File: src/rtl/lbr_stack.sv
module lbr_stack #(
  parameter int DEPTH = 4,
  localparam int PW = $clog2(DEPTH)
) (
  input  logic          clk,
  input  logic          rst_n,
  input  logic          rec_en,
  input  logic          ev_valid,
  input  logic [1:0]    ev_kind,
  input  logic          ev_pair,
  input  logic [1:0]    ev_mode,
  input  logic [63:0]   ev_from,
  input  logic [63:0]   ev_to,
  input  logic [63:0]   ev2_from,
  input  logic [63:0]   ev2_to,
  output logic [PW-1:0] tos,
  input  logic [PW-1:0] rd_idx,
  output logic [63:0]   rd_from,
  output logic [63:0]   rd_to
);
  logic [63:0] from_q [DEPTH];
  logic [63:0] to_q   [DEPTH];
  logic        pend;
  logic [63:0] pend_from, pend_to;

  function automatic logic [63:0] clip(input logic [63:0] a, input logic [1:0] mode);
    return mode[1] ? a : {32'd0, a[31:0]};
  endfunction

  wire          take  = ev_valid && rec_en && (ev_kind != 2'd3) && !pend;
  wire          twice = take && (ev_kind == 2'd0) && ev_pair;
  wire [PW-1:0] slot  = tos + 1'b1;

  assign rd_from = from_q[rd_idx];
  assign rd_to   = to_q[rd_idx];

  always_ff @(posedge clk) begin
    if (!rst_n) begin
      tos       <= '0;
      pend      <= 1'b0;
      pend_from <= '0;
      pend_to   <= '0;
      for (int i = 0; i < DEPTH; i++) begin
        from_q[i] <= '0;
        to_q[i]   <= '0;
      end
    end else if (pend) begin
      from_q[slot] <= pend_from;
      to_q[slot]   <= pend_to;
      tos          <= slot;
      pend         <= 1'b0;
    end else if (take) begin
      from_q[slot] <= clip(ev_from, ev_mode);
      to_q[slot]   <= clip(ev_to, ev_mode);
      tos          <= slot;
      pend         <= twice;
      pend_from    <= clip(ev2_from, ev_mode);
      pend_to      <= clip(ev2_to, ev_mode);
    end
  end
endmodule


File: config.mk
export PLATFORM = sky130hd
export DESIGN_NAME = lbr_stack
export DESIGN_NICKNAME = d
export VERILOG_FILES = /design/src/rtl/lbr_stack.sv
export SDC_FILE = /design/constraint.sdc
export NUM_CORES = 1
export LEC_CHECK = 0
export BUFFER_PORTS_ARGS = -buffer_cell sky130_fd_sc_hd__buf_2
export CAP_MARGIN = 5
export CORE_MARGIN = 10
export CORE_UTILIZATION = 40
export CTS_CLUSTER_SIZE = 12
export DETAILED_ROUTE_END_ITERATION = 7
export PLACE_DENSITY = 0.67
export SLEW_MARGIN = 20
export SYNTH_ARGS = -nofsm -noshare
export SYNTH_HDL_FRONTEND = slang
export SYNTH_SLANG_ARGS = --single-unit
File: constraint.sdc
create_clock -name clk -period 20.7 [get_ports clk]
set_clock_uncertainty 0.1 [all_clocks]
set_input_delay 4.14 -clock clk [delete_from_list [all_inputs] [get_ports clk]]
set_output_delay 4.14 -clock clk [all_outputs]
set_load 0.05 [all_outputs]
==> PnR_summary.wiki <==
{| class="wikitable"
! Metric !! Value
|-
| Final-report hold violation count || 0
|-
| Detail Route Antenna Nets || 0
|-
| Detailed-router iteration count before antenna repair || 5
|-
| Number of top-level design ports || 397
|-
| Type of the worst setup path || in2out
|-
| Max-capacitance violation count || 0
|-
| CTS Hold Buffers Added || 0
|-
| Mapped Avg Cell Area || ~13 µm²
|-
| Total negative setup slack || 0 ns
|-
| Global route overflow || 0
|-
| Total number of vias || 18765
|-
| Leading cell types in the layout, fill and taps excluded || sky130_fd_sc_hd__edfxtp_1, sky130_fd_sc_hd__nor2_1, sky130_fd_sc_hd__buf_2, sky130_fd_sc_hd__nand2_1, sky130_fd_sc_hd__dfxtp_1
|-
| Maximum root-to-sink buffer count || 3
|-
| Final weighted congestion in routability-driven placement || around 0.8
|-
| Chain of cells forming the critical path || buf_6, buf_4, mux4_2, buf_2
|-
| Met1 track demand over resource in global routing || 22.0%
|-
| Maximum achievable frequency || approximately 0.094 GHz
|-
| Static Leakage || 11.6 nW
|-
| Global routing usage on met2 || 32.0%
|-
| Global-route wire length before repair || around 120 mm
|-
| Via count of the first global-routing pass || 19888
|-
| Wire length per cell || 21.7 µm
|-
| Most used DFF post-synth || sky130_fd_sc_hd__edfxtp_1
|-
| Clk sink count || 643
|-
| Number of remaining DRC errors || 0
|-
| Number of nets in the finished design || 2772
|-
| Number of instances in the synthesized netlist || 2189
|-
| Max_slew headroom || roughly a quarter
|-
| Final setup vio count || 0
|-
| Number of gates resized after cts || 0
|-
| Number of placed cells counting well taps || 3363
|-
| Outcome || finished, final reports clean
|-
| Via density || 5.37
|-
| Number of nets produced by synthesis || 2456
|-
| Number of flops mapped to enable cells by yosys || ~500
|-
| Worst setup SP type || input port
|-
| Synth-to-Final Area Change || 17.4%
|-
| Delay of the slowest critical-path stage || 0.83 ns
|-
| Die extent in x || 284 µm
|-
| CTS Buf Count || between 70 and 80
|-
| Slowest CP cell || sky130_fd_sc_hd__buf_4
|-
| Critical path required time || approximately 16 ns
|-
| Global-route layer with the greatest usage || met2
|-
| Part of the cycle the worst path needs || approximately half
|-
| Met3 track demand over resource in global routing || ~4.6%
|-
| Family with the most delay on the worst path || buffers and inverters
|-
| Worst skew pair latency || 0.60 ns
|-
| Fraction of final layout cells sized beyond drive strength 1 || 25.4%
|-
| Area of the mapped netlist || roughly 28000 µm²
|-
| Row Count || 96
|-
| Fin cells || 3493
|-
| Most common cell after layout, fill and taps aside || sky130_fd_sc_hd__edfxtp_1
|-
| Unrepaired setup endpoints after global routing || no
|-
| Area of the core || 68800 µm²
|-
| Area of the die || 80700 µm²
|-
| Total global-route track usage || approximately 18%
|-
| Yosys warnings || 0
|-
| Path category of the worst min-delay check || reg2reg
|-
| Initial drt markers || ~1500
|-
| Yosys cell types || 28
|-
| Buffers plus inverters on the worst setup path || 3
|-
| Filler instances || 6060
|-
| Min Tclk post-route || 10.65 ns
|-
| Detailed placer's ending HPWL || ~44 mm
|-
| Peak supply drop || 0.0690 mV
|-
| Die span in y || 284 µm
|-
| Clk slew on worst S/H paths || roughly 0.060 ns
|-
| Pwr per Cell Area || a little over 90 nW/µm²
|-
| Sequential area share after synthesis || 64.5%
|-
| Port buffer count || about 400
|-
| Effective utilization at floorplan || 40.5%
|-
| Max FO, Critical Path || 73
|-
| Actual slew at the worst max-slew pin || 1.11 ns
|-
| Antenna violations before repair || 14
|-
| TritonCTS clock tree || done
|-
| Setup repair bufs after CTS || 0
|-
| Worst endpoint data arrival time || between 6 and 7 ns
|-
| Htree depth || 3
|-
| Total Routed Length || approximately 76 mm
|-
| Clock root buffer master || sky130_fd_sc_hd__clkbuf_16
|-
| Maximum number of pins on one net before global-route repair || 131
|-
| Critical Path Sink Type || output port
|-
| Async S/R FF share, synth || 0%
|-
| Final Max Slew Viols || 0
|-
| #FFs+latches synth || 643
|}
## synthesized netlist by cell type, drive strengths merged (65+ instances only)
cell	instances	area share, %
edfxtp	512	55
nor2	450	6.1
nand2	328	4.4
dfxtp	131	9.4
a21boi	128	3.4
mux4	128	10
buf	94	1.7
clkbuf	83	1.1
nand2b	65	1.5
nand3	65	1.2
## area by class of cell
type / count / area, µm² / share of cell area [%]
repair buffers: 420 / 2210 / 6.73
diodes: 6 / 15.0 / 0.0458
multi-input cells: 1369 / 9190 / 28.1
well taps: 931 / 1160 / 3.56
flip-flops and latches: 643 / 18000 / 54.9
clock inverters: 20 / 226 / 0.691
clock buffers: 104 / 1960 / 5.98
## power by group
group	total (mW)	internal (mW)	switching [mW]
registers	1.46	1.45	0.0147
logic	0.323	0.0963	0.227
clock network	1.20	0.707	0.496
## sequential cells by signal (all words and copies together), names as in the netlist
name,flops
pend,1
from_q,256
to_q,256
pend_to,64
pend_from,64
tos,2
## worst min-delay path, cell delays in order (launching register included)
cell and delay [ns]:
sky130_fd_sc_hd__dfxtp_1 0.31, sky130_fd_sc_hd__nand2_1 0.05, sky130_fd_sc_hd__a21boi_1 0.05
## layer usage
metal / wire length (µm) / up-vias
met1: 29900 / 9409
met2: 38000 / 670
met4: 2250 / 18
li1: - / 8507
met5: 123 / -
met3: 5700 / 161
## through the flow
| stage | util [%] | setup slack, ns | hold WS [ns] | power, mW | cell area [µm²] |
|---|---|---|---|---|---|
| detailed placement | 44.4 | 9.97 | 0.349 | 1.81 | 30600 |
| CTS | 47.6 | 9.98 | 0.356 | 3.02 | 32700 |
| global route | 47.6 | 9.86 | 0.380 | 3.09 | 32800 |
| finish | 47.6 | 10.05 | 0.354 | 2.99 | 32800 |
| floorplan | - | 6.46 | 0.331 | 1.72 | 27900 |
| global placement | 44.4 | 9.98 | 0.338 | 1.81 | 30600 |
## worst paths after layout
kind | start | to | slack [ns] | cells past startpoint
setup / recovery | rd_idx[1] | rd_to[52] | 10.05 | 4
hold / removal | pend_to[33] | pend_to[33] | 0.35 | 2
setup reg to reg | pend | to_q[2][48] | 16.83 | 5
hold reg to reg | pend_to[33] | pend_to[33] | 0.35 | 2
## cell families after synthesis
family,Yosys count,synth area share (%)
AND/OR/NAND/NOR,915,13.3
flip-flops,643,64.5
AO/OA/AOI/OAI,261,6.72
multiplexers,192,12.6
buffers and inverters,177,2.83
XOR/XNOR,1,0.0314
Note: power is estimated with default switching activity, not from simulation.
